`config.mk`:
```
export PLATFORM = sky130hd
export DESIGN_NAME = vack_ctrl
export DESIGN_NICKNAME = d
export VERILOG_FILES = /design/src/rtl/vack_pkg.sv /design/src/rtl/vack_pend_latch.sv /design/src/rtl/vack_ack_window.sv /design/src/rtl/vack_table_fetch.sv /design/src/rtl/vack_ctrl.sv
export SDC_FILE = /design/constraint.sdc
export NUM_CORES = 1
export LEC_CHECK = 0
export CORE_ASPECT_RATIO = 0.6
export CORE_MARGIN = 10
export CORE_UTILIZATION = 37
export DETAILED_ROUTE_END_ITERATION = 8
export GPL_ROUTABILITY_DRIVEN = 0
export HOLD_SLACK_MARGIN = 0.05
export PLACE_DENSITY = 0.8
export SLEW_MARGIN = 20
export SYNTH_ARGS = -nofsm -noshare
export SYNTH_HDL_FRONTEND = slang
export SYNTH_HIERARCHICAL = 1
export SYNTH_SLANG_ARGS = --single-unit
```
`constraint.sdc`:
```
create_clock -name clk -period 1.88 [get_ports clk]
set_clock_uncertainty 0.15 [all_clocks]
set_input_delay 0.188 -clock clk [delete_from_list [all_inputs] [get_ports clk]]
set_output_delay 0.188 -clock clk [all_outputs]
set_load 0.05 [all_outputs]
```
`src/rtl/vack_pkg.sv`:
```
package vack_pkg;

  typedef enum logic [2:0] {
    ST_IDLE  = 3'd0,
    ST_SAVE  = 3'd1,
    ST_ACK   = 3'd2,
    ST_FETCH = 3'd3,
    ST_SERVE = 3'd4
  } vack_state_t;

endpackage

```
`src/rtl/vack_pend_latch.sv`:
```
// Remembers a level request while capture is allowed; cleared on acceptance.
module vack_pend_latch (
  input  logic clk,
  input  logic rst,
  input  logic irq_i,
  input  logic capture_en_i,
  input  logic clear_i,
  output logic pending_o
);

  logic held_q;

  always_ff @(posedge clk) begin
    if (rst || clear_i) begin
      held_q <= 1'b0;
    end else if (capture_en_i && irq_i) begin
      held_q <= 1'b1;
    end
  end

  // A request seen in the accepting cycle itself also counts.
  assign pending_o = held_q | (capture_en_i & irq_i);

endmodule

```
`src/rtl/vack_ack_window.sv`:
```
// Bounds the acknowledge cycle and selects device or spurious vector.
module vack_ack_window #(
  parameter int unsigned VEC_W    = 8,
  parameter int unsigned LIMIT    = 16,
  parameter logic [VEC_W-1:0] SPUR_VEC = 8'h18
) (
  input  logic             clk,
  input  logic             rst,
  input  logic             arm_i,
  input  logic             active_i,
  input  logic             ans_valid_i,
  input  logic [VEC_W-1:0] ans_vec_i,
  output logic             done_o,
  output logic [VEC_W-1:0] vec_o
);

  localparam int unsigned CNT_W = $clog2(LIMIT + 1);
  localparam logic [CNT_W-1:0] LAST = CNT_W'(LIMIT - 1);

  logic [CNT_W-1:0] cnt_q;
  logic             expire;

  assign expire = (cnt_q == LAST);
  // Device answer wins over expiry in the same cycle.
  assign done_o = active_i && (ans_valid_i || expire);
  assign vec_o  = ans_valid_i ? ans_vec_i : SPUR_VEC;

  always_ff @(posedge clk) begin
    if (rst || arm_i) begin
      cnt_q <= '0;
    end else if (active_i && !done_o) begin
      cnt_q <= cnt_q + CNT_W'(1);
    end
  end

endmodule

```
`src/rtl/vack_table_fetch.sv`:
```
// Forms the table address and carries the synchronous read to the core.
module vack_table_fetch #(
  parameter int unsigned ADDR_W      = 32,
  parameter int unsigned VEC_W       = 8,
  parameter int unsigned ENTRY_BYTES = 4,
  parameter logic [ADDR_W-1:0] BASE  = 32'h0000_1000
) (
  input  logic              clk,
  input  logic              rst,
  input  logic              launch_i,
  input  logic [VEC_W-1:0]  vec_i,
  input  logic [ADDR_W-1:0] rdata_i,
  output logic              rd_o,
  output logic [ADDR_W-1:0] addr_o,
  output logic              landing_o,
  output logic              hvalid_o,
  output logic [ADDR_W-1:0] haddr_o
);

  localparam int unsigned SHIFT = $clog2(ENTRY_BYTES);

  logic wait_q;

  always_ff @(posedge clk) begin
    if (rst) begin
      rd_o     <= 1'b0;
      addr_o   <= '0;
      wait_q   <= 1'b0;
      hvalid_o <= 1'b0;
      haddr_o  <= '0;
    end else begin
      rd_o     <= launch_i;
      wait_q   <= rd_o;
      hvalid_o <= wait_q;
      if (launch_i) begin
        addr_o <= BASE + (ADDR_W'(vec_i) << SHIFT);
      end
      if (wait_q) begin
        haddr_o <= rdata_i;
      end
    end
  end

  assign landing_o = wait_q;

endmodule

```
`src/rtl/vack_ctrl.sv`:
```
module vack_ctrl #(
  parameter int unsigned ADDR_W      = 32,
  parameter int unsigned VEC_W       = 8,
  parameter int unsigned ENTRY_BYTES = 4,
  parameter int unsigned ACK_LIMIT   = 16,
  parameter logic [VEC_W-1:0]  SPUR_VEC   = 8'h18,
  parameter logic [ADDR_W-1:0] TABLE_BASE = 32'h0000_1000
) (
  input  logic              clk,
  input  logic              rst,
  input  logic              irq_req_i,
  input  logic              insn_done_i,
  output logic              save_req_o,
  input  logic              save_done_i,
  output logic              supervisor_o,
  output logic              iack_o,
  input  logic              iack_valid_i,
  input  logic [VEC_W-1:0]  iack_vec_i,
  output logic              tbl_rd_o,
  output logic [ADDR_W-1:0] tbl_addr_o,
  input  logic [ADDR_W-1:0] tbl_rdata_i,
  output logic              handler_valid_o,
  output logic [ADDR_W-1:0] handler_addr_o,
  input  logic              rti_i
);

  import vack_pkg::*;

  vack_state_t      st_q;
  logic             pending;
  logic             capture_en;
  logic             accept;
  logic             win_done;
  logic [VEC_W-1:0] win_vec;
  logic             landing;

  // Requests are recorded only while idle or in service (masked otherwise).
  assign capture_en = (st_q == ST_IDLE) || (st_q == ST_SERVE);
  assign accept     = (st_q == ST_IDLE) && pending && insn_done_i;

  vack_pend_latch u_pend (
    .clk          (clk),
    .rst          (rst),
    .irq_i        (irq_req_i),
    .capture_en_i (capture_en),
    .clear_i      (accept),
    .pending_o    (pending)
  );

  vack_ack_window #(
    .VEC_W    (VEC_W),
    .LIMIT    (ACK_LIMIT),
    .SPUR_VEC (SPUR_VEC)
  ) u_win (
    .clk         (clk),
    .rst         (rst),
    .arm_i       (st_q == ST_SAVE),
    .active_i    (st_q == ST_ACK),
    .ans_valid_i (iack_valid_i),
    .ans_vec_i   (iack_vec_i),
    .done_o      (win_done),
    .vec_o       (win_vec)
  );

  vack_table_fetch #(
    .ADDR_W      (ADDR_W),
    .VEC_W       (VEC_W),
    .ENTRY_BYTES (ENTRY_BYTES),
    .BASE        (TABLE_BASE)
  ) u_fetch (
    .clk       (clk),
    .rst       (rst),
    .launch_i  (win_done),
    .vec_i     (win_vec),
    .rdata_i   (tbl_rdata_i),
    .rd_o      (tbl_rd_o),
    .addr_o    (tbl_addr_o),
    .landing_o (landing),
    .hvalid_o  (handler_valid_o),
    .haddr_o   (handler_addr_o)
  );

  always_ff @(posedge clk) begin
    if (rst) begin
      st_q         <= ST_IDLE;
      save_req_o   <= 1'b0;
      supervisor_o <= 1'b0;
      iack_o       <= 1'b0;
    end else begin
      case (st_q)
        ST_IDLE: begin
          if (accept) begin
            save_req_o <= 1'b1;
            st_q       <= ST_SAVE;
          end
        end
        ST_SAVE: begin
          if (save_done_i) begin
            save_req_o   <= 1'b0;
            supervisor_o <= 1'b1;
            iack_o       <= 1'b1;
            st_q         <= ST_ACK;
          end
        end
        ST_ACK: begin
          if (win_done) begin
            iack_o <= 1'b0;
            st_q   <= ST_FETCH;
          end
        end
        ST_FETCH: begin
          if (landing) begin
            st_q <= ST_SERVE;
          end
        end
        ST_SERVE: begin
          if (rti_i) begin
            supervisor_o <= 1'b0;
            st_q         <= ST_IDLE;
          end
        end
        default: st_q <= ST_IDLE;
      endcase
    end
  end

endmodule

```
Word-level counts from Yosys, hierarchy flattened
Index checks and enable logic that the tools add are counted.
{"block": "word_totals", "ram_bits": 0, "register_bits": 79, "rom_bits": 0, "memories": 0, "elab_cells": 58, "latchBits": 0, "output_inout_bits": 69}
{"block": "op_classes", "n_eq_ne": 10, "multipliers": 0, "magnitude_cmp": 0, "addsub": 2, "mux": 15, "n_shift": 0, "n_bitwise": 2, "div_mod_pow": 0, "reduce_logical": 18}
{"cell": "$mux 3", "n": 5}
{"cell": "$pmux 3 s5", "n": 1}
{"cell": "$add 13x10->14 const A", "n": 1}
{"cell": "$reduce_and 3->1", "n": 3}
{"cell": "$mux 8", "n": 1}
{"cell": "$eq 3x2->1 const B", "n": 2}
{"cell": "$ne 2x1->1 const B", "n": 3}
{"cell": "$pmux 1 s2", "n": 3}
{"cell": "$reduce_bool 2->1", "n": 3}
{"cell": "$add 5x1->5 const B", "n": 1}
{"cell": "$eq 5x4->1 const B", "n": 1}
{"cell": "$logic_and 1x1->1", "n": 5}
{"cell": "$mux 1", "n": 5}
{"cell": "$reduce_and 5->1", "n": 1}
{"cell": "$logic_or 1x1->1", "n": 4}
{"cell": "$ne 2x2->1 const B", "n": 2}
{"cell": "$eq 3x1->1 const B", "n": 1}
{"cell": "$eq 3x3->1 const B", "n": 1}
{"cell": "$logic_not 3->1", "n": 1}
{"cell": "$and 1x1->1", "n": 1}
{"cell": "$logic_not 1->1", "n": 1}
{"cell": "$or 1x1->1", "n": 1}

Depth between registers and ports, before layout
Gate-level depths: netlist (run 1).
{"block": "logic_depth", "word_depth": 8, "ltp_mapped": 7, "depth_no_buf": 7}

Hierarchy
Netlist (run 1), hierarchy kept.
{"module": "vack_table_fetch", "cells_each": 163, "instances": 1, "seq_area_each_um2": 880.8, "area_per_inst_um2": 1737.9}
{"module": "vack_ack_window", "cells_each": 36, "instances": 1, "seq_area_each_um2": 100.1, "area_per_inst_um2": 317.8}
{"module": "vack_ctrl", "cells_each": 33, "instances": 1, "seq_area_each_um2": 120.1, "area_per_inst_um2": 317.8}
{"module": "vack_pend_latch", "cells_each": 3, "instances": 1, "seq_area_each_um2": 20.0, "area_per_inst_um2": 40.0}

Worst setup path after synthesis (run 1)
Ideal clock, no wire load.
{"block": "synth_timing", "path_kind": "reg2reg", "start": "register u_win.cnt_q[0]", "end": "register u_win.cnt_q[3]", "n_path_buf": 0, "setup_slack_ns": 0.019, "setup_time_ns": 0.123, "t_arrival_ns": 1.588, "path_stages_with_launch": 7, "required_ns": 1.607, "cell_sequence": "dfxtp_1 ha_1 and3_1 ha_1 nor3b_4 nand4_1 mux2_1"}
{"block": "synth_between", "elab_chain_len": 5, "elab_cells_between_ends": 6}
{"item": "start: declaration", "line": "vack_ack_window.sv:20", "text": "logic [CNT_W-1:0] cnt_q;"}
{"item": "start signal: assignment", "line": "vack_ack_window.sv:32", "text": "cnt_q <= cnt_q + CNT_W'(1);"}
{"item": "branches (longest 5 deep; another with $add 5x1->5)"}
Several ways; the timed one is not identified.
A chain may end at the register's enable or synchronous reset.

Final worst setup path (run 1)
{"block": "layout_timing", "start": "register u_fetch.haddr_o[11]", "end": "output handler_addr_o[11]"}
{"item": "start: declaration", "line": "vack_table_fetch.sv:17", "text": "output logic [ADDR_W-1:0] haddr_o"}
{"item": "start signal: assignment", "line": "vack_table_fetch.sv:39", "text": "haddr_o <= rdata_i;"}
{"item": "end: declaration", "line": "vack_ctrl.sv:23", "text": "output logic [ADDR_W-1:0] handler_addr_o,"}
No word-level cell between the ends.

==> metrics.txt, run 1 <==
fin nets=377; WL final=6.22 mm; CP Launch Point=u_fetch/haddr_o[11]; maxcap violations=0; clock-pin slew on the worst setup and hold paths=100 ps; main combinational cell family by area after synthesis=multiplexers; CTS tree=built; drc violations=0; Die H=82.6 um; share of the synthesized area in the top cell type=46.4%; vias in the first global route=1912; post-synthesis sequential area ratio=46.4%; status=finished, final reports clean; all-layer global routing usage=11.5%; standard-cell row count=22; root buf cell=clkbuf_8; Post-Synth Simple-Gate Area=16.8%; synthesized area=0.00241 mm2; period utilisation layout=96.2%; max-slew violation count=0; Hold Slack=109 ps; Die Footprint=0.0103 mm2; Ports=116; fraction of layout cells with a size suffix above 1=11.6%; Die X=124 um; peak supply drop=0.000326 V; Cell variety after synth=40; Cell Pwr Density=723 mW/mm2; Adder-Cell Fraction of Synth Area=1.04%; reg-to-reg startpoint=u_win/cnt_q[1]; antenna violations before repair=0; Syn Area/Cell=10.3 um2; IO Port Bufs=92; Final Hold Fails=0; total power draw=2.48 mW; CP max FO=2; R2R Setup Slk=90 ps; DR pass1 iterations=4; setup TNS=0 ps; Register-to-Register Path Depth=6; Max H-tree Level=2; Post-synth top cells=dfxtp_1 (56), nor2_1 (51), mux2i_1 (41), buf_4 (25), and2_1 (6); Starting Density=38.8%; Detail Placement HPWL=4.88 mm; Top FF cell, synth=dfxtp_1; area fraction in compound gates after synthesis=3.47%; largest net degree at the start of global routing=34; worst path cell trace=clkdlybuf4s50_1; EDFF count, synth=0; Max Clk Rate=0.553 GHz; multiplexer share of the synthesized area=18.1%; CTS Hold Bufs=0; Rel. slew slack=64.6%; hold path depth=3; Hold Startpoint=rst; Avg WL per Cell=15.1 um; Crit Path Class=flip-flop to primary output; startpoint types=flip-flop; leak pwr=1.33 nW; Buffers & Inverters on Critical Path=1; RSZ-0062 raised after global routing=no; Core Area=0.00622 mm2; FF+latch count, synth=56; r2r endpoint=u_win/cnt_q[3]; Area Growth Syn to Fin=42.3%; Hold EP=u_win/cnt_q[1]; Area contributors post-synth=dfxtp_1 (46%), mux2i_1 (17%), nor2_1 (7.9%); Max Root-Sink Buffers=2; CP delay by family, top=buffers and inverters; CP max stage cell=clkdlybuf4s50_1; antenna-violating nets left=0; largest stage delay on the critical path=820 ps; Post-Synth XOR/XNOR Area=0.726%; Async S/R FF share, synth=0%; cell with the most instances after synthesis=dfxtp_1; CP Capture Type=primary output; Sink Count=56; Syn Inst Count=235; clock latency on the worst-skew pair=290 ps; via/cell ratio=4.26; worst hold-check path type=input pin to flip-flop; worst path required time=1540 ps; WP data arrival=1470 ps; final setup violation count=0; crit path time final=1810 ps; Ys Warns=6; Via Count=1758; cts bufs inserted=5; GR Overflow Total=0; # diodes=0; first-pass GRT wire length=9.79 mm; largest area contributor in the synthesized netlist=dfxtp_1; worst-margin pin slew=529 ps; DRT iter0 DRCs=94
state kept, by name (all words and copies together) (netlist names):
signal and count:
u_fetch/hvalid_o 1, u_win/cnt_q 5, supervisor_o 1, st_q 3
u_fetch/addr_o 9, save_req_o 1, u_fetch/landing_o 1, u_pend/held_q 1
u_fetch/rd_o 1, u_fetch/haddr_o 32, iack_o 1
area by class of cell:
cell class,count,area (um2)
timing repair buffer,102,1010
clock inverter,1,30.0
inverter,2,7.51
clock buffer,7,96.3
fill,591,2790
multi-input combinational,161,1060
sequential,56,1120
tap,84,105
layout by cell type, fill, tap and decap left out, types with 2 or more instances in the layout:
cell / n
buf_12: 2
dlymetal6s2s_1: 3
and2_1: 6
clkdlybuf4s50_1: 82
nor3b_2: 2
clkbuf_8: 7
conb_1: 23
mux2i_1: 41
buf_4: 14
nor2b_1: 4
nor2_1: 51
inv_1: 2
nand2_1: 3
dfxtp_2: 2
a21oi_1: 2
nand2b_1: 2
xnor2_1: 2
dfxtp_1: 54
a211oi_1: 2
stage by stage:
| stage | setup WS, ps | std cells | utilization (%) | area (um2) |
|---|---|---|---|---|
| after floorplan | 18.7 | 257 | - | 2500 |
| after global placement | 91.6 | 405 | 52.9 | 3290 |
| after detailed placement | 15.1 | 405 | 52.9 | 3290 |
| after CTS | 19.1 | 413 | 55.0 | 3420 |
| after global routing | 0.141 | 413 | 55.2 | 3430 |
| final | 71.4 | 413 | 55.2 | 3430 |
repair_timing:
action                     4_1_cts  5_1_grt
resized for setup                1        6
setup buffers                    0        0
setup endpoints to repair        1       14
pin swaps                        0        0
routing by layer:
| layer | global-route usage [%] | wire length (um) | vias to the layer above |
|---|---|---|---|
| met5 | 0 | 0 | - |
| met4 | 3.47 | 40 | 0 |
| met3 | 4.96 | 511 | 2 |
| met2 | 19.9 | 3050 | 58 |
| met1 | 12.9 | 2620 | 786 |
| li1 | - | - | 912 |
cell families (layout without fill, tap and decap cells):
| family | count (synthesis) | after routing |
|---|---|---|
| AO/OA/AOI/OAI | 11 | 11 |
| XOR/XNOR | 2 | 2 |
| other | 1 | 23 |
| buffers and inverters | 40 | 112 |
| adder cells (fa/ha/maj) | 2 | 2 |
| multiplexers | 43 | 43 |
| flip-flops | 56 | 56 |
| AND/OR/NAND/NOR | 80 | 80 |
power breakdown:
group          total (mW)  switching [mW]  internal [mW]
Clock               0.837           0.367          0.470
Sequential           1.22          0.0131           1.21
Combinational       0.422           0.250          0.172
Total                2.48           0.630           1.85
how the worst max path moves through the flow:
stage	cells past startpoint	end	slack, ps
detailed placement	7	u_fetch/addr_o[3]	20
finish	1	handler_addr_o[11]	70
CTS	7	u_fetch/addr_o[3]	20
floorplan	6	u_win/cnt_q[3]	20
global placement	6	u_win/cnt_q[3]	90
global route	1	handler_addr_o[20]	0.1
(Power assumes the default switching activity.)
==> inputs of run 2 (changes only) <==
- CORE_UTILIZATION: 37 -> 40
- DONT_BUFFER_PORTS: not set -> 1
- PLACE_DENSITY: 0.8 -> 0.59
==> metrics.txt, run 2 (synthesis results as in run 1) <==
metal2 WL=2.95 mm (-3.1%); Ports=116 (unchanged); Largest Register=u_fetch/haddr_o; Max Root-Sink Buffers=2 (unchanged); leak pwr=1.18 nW (-11%); CP Capture Type=flip-flop; Starting Density=42.3% (+3.5 points); clock latency on the worst-skew pair=300 ps (about the same); root buf cell=clkbuf_8; CTS tree=built; peak supply drop=0.000446 V (+37%); placed cells=309 (-24%); r2r endpoint=u_fetch/haddr_o[24]; crit path time final=1810 ps (-1.32 ps); Hold Startpoint=insn_done_i; largest stage delay on the critical path=660 ps (-160 ps); fin area=0.00311 mm2 (-9.6%); total power draw=2.54 mW (+2.3%); antenna violations before repair=0 (unchanged); antenna-violating nets left=0 (unchanged); vias in the first global route=1885 (-1.4%); Hold EP=st_q[0]; Cell Pwr Density=818 mW/mm2 (+13%); CP max FO=14 (+12); Final Hold Fails=0 (unchanged); most frequent cells in the layout=dlygate4sd3_1 (53), dfxtp_1 (53), nor2_1 (51); final setup violation count=0 (unchanged); largest net degree at the start of global routing=53 (+56%); cts bufs inserted=5 (unchanged); routed wl met3=660 um (+29%); R2R Setup Slk=70 ps (-20 ps); Core Area=0.00570 mm2 (-8.3%); Register-to-Register Path Depth=3 (-3); IO Port Bufs=0 (-100%); Area Growth Syn to Fin=28.7%; via/cell ratio=4.53 (+6.4%); worst path cell trace=mux2i_1, nor2_1, dlygate4sd3_1; Die X=120 um (-3.2%); GR Overflow Total=0 (unchanged); wl on met1=2.48 mm (-5.2%); count of non-filler cells in the finished layout=371 (-10%); setup TNS=0 ps (unchanged); Max H-tree Level=2 (unchanged); standard-cell row count=21 (-4.5%); Largest regs=u_fetch/haddr_o (32), u_fetch/addr_o (9), u_win/cnt_q (5); max-slew violation count=0 (unchanged); highest metal used=met4; fraction of layout cells with a size suffix above 1=12.4% (+0.82 points); CP max stage cell=dfxtp_2; Die Footprint=0.00964 mm2 (-6.0%); clock-pin slew on the worst setup and hold paths=110 ps (about the same); hold path depth=3 (unchanged); Crit Path Class=flip-flop to flip-flop; startpoint types=flip-flop; period utilisation layout=96.1% (about the same); # diodes=0 (unchanged); CP delay by family, top=flip-flops; fin nets=339 (-10%); drc violations=0 (unchanged); WP data arrival=1860 ps (+390 ps); Rel. slew slack=63.5% (-1.2 points); status=finished, final reports clean; worst hold-check path type=input pin to flip-flop; DR pass1 iterations=4 (unchanged); first-pass GRT wire length=9.66 mm (-1.3%); Sink Count=56 (unchanged); final core occ=54.5% (-0.74 points); WL final=6.12 mm (-1.7%); DRT iter0 DRCs=43 (-54%); placed cell area=0.00238 mm2 (-28%); Avg WL per Cell=16.5 um (+9.4%); Crit. path cell count=3 (+2); reg-to-reg startpoint=u_fetch/landing_o; Buffers & Inverters on Critical Path=1 (unchanged); max FFs per register=32 (unchanged); worst-margin pin slew=547 ps (+18.3 ps); all-layer global routing usage=12.3% (+0.73 points); worst path required time=1930 ps (+390 ps); Fill cells=508 (-14%); Max Clk Rate=0.553 GHz (about the same); maxcap violations=0 (unchanged); RSZ-0062 raised after global routing=no; Via Count=1681 (-4.4%); Die H=80.2 um (-2.9%); Detail Placement HPWL=4.03 mm (-17%)
==> run 2: worst max-delay path by stage <==
stage                                 start  slack [ps]                   to
after global routing      u_fetch/landing_o          20  u_fetch/haddr_o[22]
after detailed placement     u_win/cnt_q[1]          30       u_win/cnt_q[3]
after global placement       u_win/cnt_q[1]         100       u_win/cnt_q[3]
after floorplan              u_win/cnt_q[0]          20       u_win/cnt_q[3]
after CTS                           st_q[1]          30       u_win/cnt_q[3]
final                     u_fetch/landing_o          70  u_fetch/haddr_o[24]
==> run 2: area by class of cell <==
type,instances,area [um2],area share (%)
clock inverter,3,68.8,2.22
tap,80,100,3.22
sequential,56,1120,36.2
multi-input combinational,161,1080,34.9
timing repair buffer,64,651,21.0
inverter,2,7.51,0.242
clock buffer,5,68.8,2.22
==> run 2: power by group <==
part | total (mW) | internal, mW | switching [mW] | leakage (nW)
Combinational | 0.358 | 0.140 | 0.218 | 0.656
Sequential | 1.26 | 1.21 | 0.0468 | 0.454
Clock | 0.925 | 0.536 | 0.389 | 0.0687
Total | 2.54 | 1.89 | 0.654 | 1.18
==> run 2: stage by stage <==
stage	hold slack (ps)	worst slack [ps]
6_report	77.2	72.7
5_1_grt	86.3	21.2
4_1_cts	59.6	26.5
3_5_place_dp	117	30.2
3_3_place_gp	113	104
2_1_floorplan	107	18.7
==> run 2: metal layers <==
metal  track usage, %  vias to the layer above
li1                 -                      833
met1             13.2                      787
met2             20.8                       59
met3             6.70                        2
met4             2.88                        0
met5                0                        -
==> run 2: worst min-delay path, delay by kind of cell <==
family	cells	cell delay (ps)
AOI/OAI and AO/OA	2	250
and+or+nand+nor	1	60
==> run 2: timing repair <==
action,4_1_cts,5_1_grt
hold endpoints to repair,56,1
setup endpoints to repair,1,10
buffers inserted,0,0
resized for setup,1,8
hold buffers,53,1
pin swaps,0,2
